$ cat src/rtl/atten_pkg.sv
package atten_pkg;
    localparam int FRAC_W        = 16;
    localparam int STEPS_PER_OCT = 12;

    // 0.5 dB fractional multipliers for one 6 dB octave, Q16
    function automatic logic [FRAC_W:0] frac_mult(input logic [3:0] idx);
        case (idx)
            4'd0:    frac_mult = 17'd65536;
            4'd1:    frac_mult = 17'd61870;
            4'd2:    frac_mult = 17'd58409;
            4'd3:    frac_mult = 17'd55142;
            4'd4:    frac_mult = 17'd52057;
            4'd5:    frac_mult = 17'd49145;
            4'd6:    frac_mult = 17'd46396;
            4'd7:    frac_mult = 17'd43801;
            4'd8:    frac_mult = 17'd41350;
            4'd9:    frac_mult = 17'd39037;
            4'd10:   frac_mult = 17'd36854;
            4'd11:   frac_mult = 17'd34792;
            default: frac_mult = 17'd0;
        endcase
    endfunction
endpackage

$ cat src/rtl/atten_level_ctrl.sv
module atten_level_ctrl #(
    parameter int CODE_W = 8
) (
    input  logic              clk,
    input  logic              rst_n,
    input  logic              in_valid,
    input  logic [CODE_W-1:0] code,
    input  logic              mute,
    output logic [CODE_W-1:0] att
);
    localparam logic [CODE_W-1:0] FULL = CODE_W'(1) << (CODE_W - 1);

    typedef struct packed {
        logic [CODE_W-1:0] att;
    } lvl_t;

    lvl_t lvl_d, lvl_q;
    logic [CODE_W-1:0] target;

    always_comb begin
        lvl_d = lvl_q;
        if (mute || !code[CODE_W-1]) begin
            target = FULL;
        end else begin
            target = ~code;
        end
        if (in_valid) begin
            if (lvl_q.att < target) begin
                lvl_d.att = lvl_q.att + 1'b1;
            end else if (lvl_q.att > target) begin
                lvl_d.att = lvl_q.att - 1'b1;
            end
        end
    end

    always_ff @(posedge clk or negedge rst_n) begin
        if (!rst_n) begin
            lvl_q <= '0;
        end else begin
            lvl_q <= lvl_d;
        end
    end

    assign att = lvl_q.att;


    step_bound_chk: assert property (@(posedge clk) disable iff (!rst_n)
        in_valid |=> (att == $past(att)) || (att == $past(att) + 1'b1) || (att == $past(att) - 1'b1));

    hold_level_chk: assert property (@(posedge clk) disable iff (!rst_n)
        !in_valid |=> $stable(att));

    range_chk: assert property (@(posedge clk) disable iff (!rst_n)
        att <= FULL);

    mute_ramp_chk: assert property (@(posedge clk) disable iff (!rst_n)
        (in_valid && mute && att != FULL) |=> att == $past(att) + 1'b1);
endmodule

$ cat src/rtl/atten_gain_mul.sv
module atten_gain_mul
    import atten_pkg::*;
#(
    parameter int DATA_W = 24,
    parameter int STEP_W = 8
) (
    input  logic [DATA_W-1:0] sample,
    input  logic [STEP_W-1:0] steps,
    output logic [DATA_W-1:0] result
);
    localparam int PROD_W = DATA_W + FRAC_W + 2;
    localparam logic [STEP_W-1:0] FULL = STEP_W'(1) << (STEP_W - 1);
    localparam logic signed [PROD_W-1:0] MAXV = PROD_W'((64'sd1 <<< (DATA_W - 1)) - 1);
    localparam logic signed [PROD_W-1:0] MINV = -PROD_W'(64'sd1 <<< (DATA_W - 1));

    logic [STEP_W-1:0]        oct;
    logic [3:0]               frac;
    logic [7:0]               sh;
    logic signed [PROD_W-1:0] prod, half, rounded, shifted;

    always_comb begin
        oct     = steps / STEP_W'(STEPS_PER_OCT);
        frac    = 4'(steps % STEP_W'(STEPS_PER_OCT));
        sh      = 8'(FRAC_W) + 8'(oct);
        prod    = PROD_W'($signed(sample)) * PROD_W'($signed({1'b0, frac_mult(frac)}));
        half    = PROD_W'(1) << (sh - 8'd1);
        rounded = prod + half;
        shifted = rounded >>> sh;
        if (steps >= FULL) begin
            result = '0;
        end else if (shifted > MAXV) begin
            result = MAXV[DATA_W-1:0];
        end else if (shifted < MINV) begin
            result = MINV[DATA_W-1:0];
        end else begin
            result = shifted[DATA_W-1:0];
        end
    end
endmodule

$ cat src/rtl/soft_mute_atten.sv
module soft_mute_atten #(
    parameter int NUM_CH = 2,
    parameter int DATA_W = 24,
    parameter int CODE_W = 8
) (
    input  logic                     clk,
    input  logic                     rst_n,
    input  logic                     in_valid,
    input  logic [NUM_CH*DATA_W-1:0] in_data,
    input  logic [NUM_CH*CODE_W-1:0] att_code,
    input  logic [NUM_CH-1:0]        mute_req,
    input  logic [NUM_CH-1:0]        ch_disable,
    output logic                     out_valid,
    output logic [NUM_CH*DATA_W-1:0] out_data
);
    typedef struct packed {
        logic                     vld;
        logic [NUM_CH*DATA_W-1:0] data;
    } out_t;

    out_t out_d, out_q;
    logic [DATA_W-1:0] scaled [NUM_CH];

    for (genvar ch = 0; ch < NUM_CH; ch++) begin : g_ch
        logic [CODE_W-1:0] att;

        atten_level_ctrl #(.CODE_W(CODE_W)) u_lvl (
            .clk      (clk),
            .rst_n    (rst_n),
            .in_valid (in_valid),
            .code     (att_code[ch*CODE_W +: CODE_W]),
            .mute     (mute_req[ch]),
            .att      (att)
        );

        atten_gain_mul #(.DATA_W(DATA_W), .STEP_W(CODE_W)) u_mul (
            .sample (in_data[ch*DATA_W +: DATA_W]),
            .steps  (att),
            .result (scaled[ch])
        );


        dis_zero_chk: assert property (@(posedge clk) disable iff (!rst_n)
            (in_valid && ch_disable[ch]) |=> out_data[ch*DATA_W +: DATA_W] == '0);
    end

    always_comb begin
        out_d     = out_q;
        out_d.vld = in_valid;
        if (in_valid) begin
            for (int ch = 0; ch < NUM_CH; ch++) begin
                out_d.data[ch*DATA_W +: DATA_W] = ch_disable[ch] ? '0 : scaled[ch];
            end
        end
    end

    always_ff @(posedge clk or negedge rst_n) begin
        if (!rst_n) begin
            out_q <= '0;
        end else begin
            out_q <= out_d;
        end
    end

    assign out_valid = out_q.vld;
    assign out_data  = out_q.data;


    valid_follow_chk: assert property (@(posedge clk) disable iff (!rst_n)
        in_valid |=> out_valid);

    valid_idle_chk: assert property (@(posedge clk) disable iff (!rst_n)
        !in_valid |=> !out_valid);

    data_hold_chk: assert property (@(posedge clk) disable iff (!rst_n)
        !in_valid |=> $stable(out_data));
endmodule

$ cat config.mk
export PLATFORM = sky130hd
export DESIGN_NAME = soft_mute_atten
export DESIGN_NICKNAME = d
export VERILOG_FILES = /design/src/rtl/atten_pkg.sv /design/src/rtl/atten_level_ctrl.sv /design/src/rtl/atten_gain_mul.sv /design/src/rtl/soft_mute_atten.sv
export SDC_FILE = /design/constraint.sdc
export NUM_CORES = 2
export LEC_CHECK = 0
export CORE_MARGIN = 5
export CORE_UTILIZATION = 60
export CTS_CLUSTER_DIAMETER = 150
export CTS_CLUSTER_SIZE = 30
export DETAILED_ROUTE_END_ITERATION = 10
export GPL_TIMING_DRIVEN = 0
export PLACE_DENSITY_LB_ADDON = 0.08
export SLEW_MARGIN = 20
export SYNTH_ARGS = -nofsm -noshare
export SYNTH_HDL_FRONTEND = slang
export SYNTH_HIERARCHICAL = 1
export SYNTH_SLANG_ARGS = --single-unit
$ cat constraint.sdc
create_clock -name clk -period 9.16 [get_ports clk]
set_clock_uncertainty 0.05 [all_clocks]
set_input_delay 2.29 -clock clk [delete_from_list [all_inputs] [get_ports clk]]
set_output_delay 2.29 -clock clk [all_outputs]
set_load 0.01 [all_outputs]
Yosys cells after proc, flatten, opt, wreduce, memory -nomap -nowiden
Memory sizes are Yosys's and may differ from the RTL's.
Index checks and enable logic that the tools add are counted.
{"block": "totals", "mem_count": 2, "reg_bits": 65, "romBits": 544, "output_inout_bits": 49, "wordCells": 60, "input_bits": 71}
{"block": "classes", "n_div": 4, "add_sub_neg": 10, "bitwise": 2, "shifts": 4, "n_mux": 14, "magnitude_cmp": 10, "multipliers": 2, "n_reduce_logical": 8}
{"name": "(name not given)", "depth": 16, "width": 17, "rd": 1, "rd_clocked_by_memory_dff": 0, "wr": 0, "line": "atten_pkg.sv:7", "rtl": "case (idx)"}
{"name": "(name not given)", "depth": 16, "width": 17, "rd": 1, "rd_clocked_by_memory_dff": 0, "wr": 0, "line": "atten_pkg.sv:7"}
{"cell": "$mux 24", "count": 8}
{"cell": "$add 42x42->42", "count": 2}
{"cell": "$gt 42x24->1 const B", "count": 2}
{"cell": "$lt 42x24->1 const B", "count": 2}
{"cell": "$mul 24x18->42", "count": 2}
{"cell": "$shl 1x8->42 const A", "count": 2}
{"cell": "$sshr 42x8->42", "count": 2}
{"cell": "$mux 8", "count": 6}
{"cell": "$sub 8x1->8 const B", "count": 4}
{"cell": "$add 5x8->8 const A", "count": 2}
{"cell": "$add 8x1->8 const B", "count": 2}
{"cell": "$div 8x4->8 const B", "count": 2}
{"cell": "$ge 8x8->1 const B", "count": 2}
{"cell": "$gt 8x8->1", "count": 2}
{"cell": "$lt 8x8->1", "count": 2}
{"cell": "$mod 8x4->8 const B", "count": 2}
{"cell": "$not 8->8", "count": 2}
{"cell": "$reduce_and 2->1", "count": 2}
{"cell": "$reduce_bool 2->1", "count": 2}
{"cell": "$logic_not 1->1", "count": 2}
{"cell": "$logic_or 1x1->1", "count": 2}

Logic depth before layout (Yosys ltp)
{"block": "logic_depth", "word_depth": 11, "mapped_depth": 42}

Cells and area by module
Netlist, hierarchy kept.
{"module": "atten_gain_mul (g_ch[1].u_mul)", "seq_area_each_um2": 0.0, "area_each_um2": 19243.5, "cells_each": 2288, "instances": 1}
{"module": "atten_gain_mul (g_ch[0].u_mul)", "seq_area_each_um2": 0.0, "area_each_um2": 19010.7, "cells_each": 2291, "instances": 1}
{"module": "soft_mute_atten", "seq_area_each_um2": 1226.2, "area_each_um2": 2100.8, "cells_each": 207, "instances": 1}
{"module": "atten_level_ctrl", "seq_area_each_um2": 200.2, "area_each_um2": 772.0, "cells_each": 83, "instances": 2}

Least setup slack after synthesis
No wires, ideal clock.
{"block": "synth_timing", "kind": "reg2reg", "startpoint": "register g_ch[0].u_lvl.lvl_q (netlist bit g_ch[0].u_lvl/att[6])", "endpoint": "register out_q (netlist bit out_data[18])", "setup_ns": 0.076, "required_ns": 9.034, "path_stages_with_launch": 36, "t_arrival_ns": 9.479, "period_less_slack_ns": 9.605, "path_slack_ns": -0.445, "n_path_buf": 5, "cell_sequence": "dfrtp_1 buf_2 clkbuf_1 nor2b_1 a21oi_1 o21ai_0 a31oi_1 clkbuf_1 o31ai_1 nor2_1 clkbuf_1 and2_1 fa_1 inv_1 fa_1 inv_1 fa_1 fa_1 fa_1 inv_1 fa_1 inv_1 ha_1 buf_2 a21oi_2 o21ai_1 a211oi_1 o31ai_1 mux2_2 nor4_1 nor2_1 o31a_1 or4_1 a21oi_1 nand3b_1 o21ai_1"}
{"element": "from (decl)", "line": "atten_level_ctrl.sv:17", "rtl": "lvl_t lvl_d, lvl_q;"}
{"element": "from (signal assigned)", "line": "atten_level_ctrl.sv:40", "rtl": "lvl_q <= lvl_d;"}
{"element": "to (signal assigned)", "line": "soft_mute_atten.sv:61", "rtl": "out_q <= out_d;"}
{"element": "to (decl)", "line": "soft_mute_atten.sv:21", "rtl": "out_t out_d, out_q;"}

==> flow_metrics.py <==
metrics = {
    "status": {
        "status": "finished with violations",
        "violations": "setup timing",
    },
    "critical_path": {
        "worstPathMaxFanout": 10,
        "path_class": "reg2reg",
        "r2r-end": "out_data[39]",
        "cpMostUsedCell": "fa_1",
        "slowest_stage": "or4_4",
        "r2r_slack_ns": -0.17,
        "crit_path_start_kind": "flip-flop",
        "cp_slowest_stage_delay_ns": 0.60,
        "worstPathArrival_ns": 9.50,
        "required_ns": 9.34,
        "cp-end-kind": "flip-flop",
        "startpoint": "g_ch[1].u_lvl/att[7]",
        "rr_startpoint": "g_ch[1].u_lvl/att[7]",
        "reg2regPathDepth": 40,
    },
    "placement": {
        "gp_congestion": 0.9701,
        "dpl.hpwl_um": 103000,
        "io_buffers": 118,
        "place_ws_ns": -2.717,
    },
    "yosys": {
        "synthTopCellsByArea": "fa_1 42%, inv_1 10%, ha_1 7.8%, and2_1 7.5%, nand2_1 4.3%",
        "synth_xor_area_share_pct": 1.878,
        "synthMuxAreaShare_pct": 1.607,
        "yosysWarnings": 6,
        "ys_seq_elements": 65,
        "synth_compound_area_share_pct": 10.22,
        "synth_top_family_by_area": "adder cells",
        "netlist_area_um2": 41900,
        "avgSynthCellArea_um2": 8.461,
        "synth.distinct_cells": 106,
        "ys_async_sr_fraction_pct": 100.0,
        "synth-simple-area-share_pct": 19.44,
        "synth_flop_cell": "dfrtp_1",
        "yosysTopAreaCell": "fa_1",
        "netlist_instances": 4952,
        "synth-edff-count": 0,
        "seq_area_frac_synth_pct": 3.882,
        "synthAdderAreaFrac_pct": 49.71,
        "synth_top_area_share_pct": 41.95,
    },
    "hold_path": {
        "hp-start": "out_data[4]",
        "hold_depth": 2,
        "hold_path.class": "reg2reg",
        "holdPathEnd": "out_data[4]",
    },
    "global_route": {
        "grt.total_usage_pct": 34.24,
        "grt_pass1_wl_um": 202400,
        "grt_pass1_vias": 36610,
        "grt_max_degree": 47,
        "grt_remaining_overflow": 0,
        "antenna_found_initial": 3,
    },
    "timing": {
        "rsz0062_at_grt": "yes",
        "slew_viol_final": 0,
        "relSlewSlack_pct": 40.20,
        "setup_slack_ns": -0.1657,
        "period_needed_ns": 9.326,
        "final-setup-viol-count": 19,
        "hold_viol_final": 0,
        "fin_crit_sh_pct": 101.8,
        "tightest_slew_ns": 0.8905,
        "fmax_ghz": 0.1072,
    },
    "detailed_routing": {
        "top_layer": "met5",
        "route.met3.wl_um": 13960,
        "viasPerCell": 5.779,
        "wl_um": 130400,
        "routedWlPerCell_um": 20.72,
        "ant_nets": 0,
        "wl_met1_um": 53250,
        "first_pass_iters": 6,
        "route.vias.total": 36360,
        "drt-initial-drc-count": 3275,
        "drc": 0,
        "wl_met2_um": 58790,
    },
    "clock_network": {
        "clk_path_buf_depth": 2,
        "clk_pin_slew_ns": 0.06,
        "cts_tree": "done",
        "clk_latency_ns": 0.34,
        "root_buffer": "clkbuf_16",
        "cts_sinks": 65,
        "cts_hold_buf": 0,
        "cts-buffers-inserted": 9,
        "cts_max_level": 3,
    },
    "layout": {
        "layout_common_cells": "1106 x inv_1, 829 x fa_1, 470 x and2_1",
        "final_nets": 6557,
        "layout_commonest_cell": "inv_1",
        "area_growth_pct": 21.90,
        "drive_gt1_share_pct": 20.53,
    },
    "floorplan": {
        "ioPinCount": 120,
        "die_x_um": 274.3,
        "die_h_um": 274.3,
        "initial_core_util_pct": 60.77,
        "die-area_um2": 75220,
        "core.rowCount": 96,
        "core_area_um2": 68950,
    },
    "run": {
        "maxCapViolations": 0,
    },
}
[kinds of logic (layout without fill, tap and decap cells)]
group,after synthesis,count (layout)
AO/OA/AOI/OAI,633,633
XOR/XNOR,89,89
adder cells (fa/ha/maj),1138,1138
buffers and inverters,1409,1798
flip-flops,65,65
multiplexers,65,65
other,4,24
AND/OR/NAND/NOR,1549,1549
[cell usage after synthesis, drive strengths merged (24+ instances only)]
| cell type | count |
|---|---|
| inv | 1153 |
| buf | 89 |
| fa | 878 |
| nand3b | 55 |
| nand2 | 485 |
| nor2 | 152 |
| nand3 | 59 |
| xor2 | 24 |
| o22ai | 24 |
| ha | 260 |
| nor2b | 72 |
| a21oi | 156 |
| a211oi | 28 |
| nor3 | 38 |
| nand2b | 38 |
| nand4 | 41 |
| and2 | 499 |
| clkbuf | 165 |
| xnor2 | 65 |
| a31oi | 36 |
| dfrtp | 65 |
| mux2i | 47 |
| o21ai | 166 |
| o211ai | 24 |
| and3 | 50 |
[sequential cells by signal (all words and copies together) (netlist names)]
signal,flops
out_data,48
g_ch.u_lvl/att,16
out_valid,1
[worst max-delay path by stage]
stage	to	slack, ns	depth (start not counted)
finish	out_data[39]	-0.17	40
global route	out_data[39]	-0.38	40
CTS	out_data[34]	-0.004	38
detailed placement	out_data[7]	-2.72	34
global placement	out_data[7]	-3.02	35
floorplan	out_data[18]	-0.09	26
[metal layers]
metal	vias up	GRT usage, %
li1	15960	-
met1	18300	49.78
met2	1812	53.16
met3	285	7.184
met4	4	8.217
met5	-	0
[metrics by stage]
step	TNS (ns)	cells	area (um^2)	hold slack, ns	util (%)
floorplan	-0.1076	4964	42050	0.4139	-
global placement	-98.57	6013	44400	0.4504	64.39
detailed placement	-91.87	6015	44440	0.4484	64.46
CTS	-0.006319	6161	48050	0.4642	69.69
global route	-9.814	6284	51060	0.4931	74.05
finish	-1.174	6292	51080	0.4569	74.08
[final cells by class]
| cell class | count | area (um^2) |
|---|---|---|
| inverter | 1155 | 4363 |
| timing repair buffer | 400 | 3686 |
| clock buffer | 9 | 225.2 |
| tap | 931 | 1165 |
| buffer | 227 | 2153 |
| fill | 5189 | 17870 |
| clock inverter | 7 | 103.9 |
| multi-input combinational | 3490 | 37720 |
| antenna | 8 | 20.02 |
| sequential | 65 | 1642 |
[worst max-delay path: cells and delay by family (launching register included)]
family / cells / cell delay [ns]
fa+ha+maj: 7 / 3.30
compound gates: 10 / 1.99
simple gates: 11 / 1.73
buf+inv: 11 / 1.52
flops: 1 / 0.39
xor+xnor: 1 / 0.20
[what timing repair did]
| item | 4_1_cts | 5_1_grt |
|---|---|---|
| setup endpoints to repair | 48 | 46 |
| buffers inserted | 141 | 134 |
| pin swaps | 105 | 298 |
| gates resized for setup | 754 | 568 |
| gates cloned | 4 | 4 |
Power is left out: the tool's default activity adds up to more than one toggle a clock period on the data nets, which glitch-free logic cannot reach.
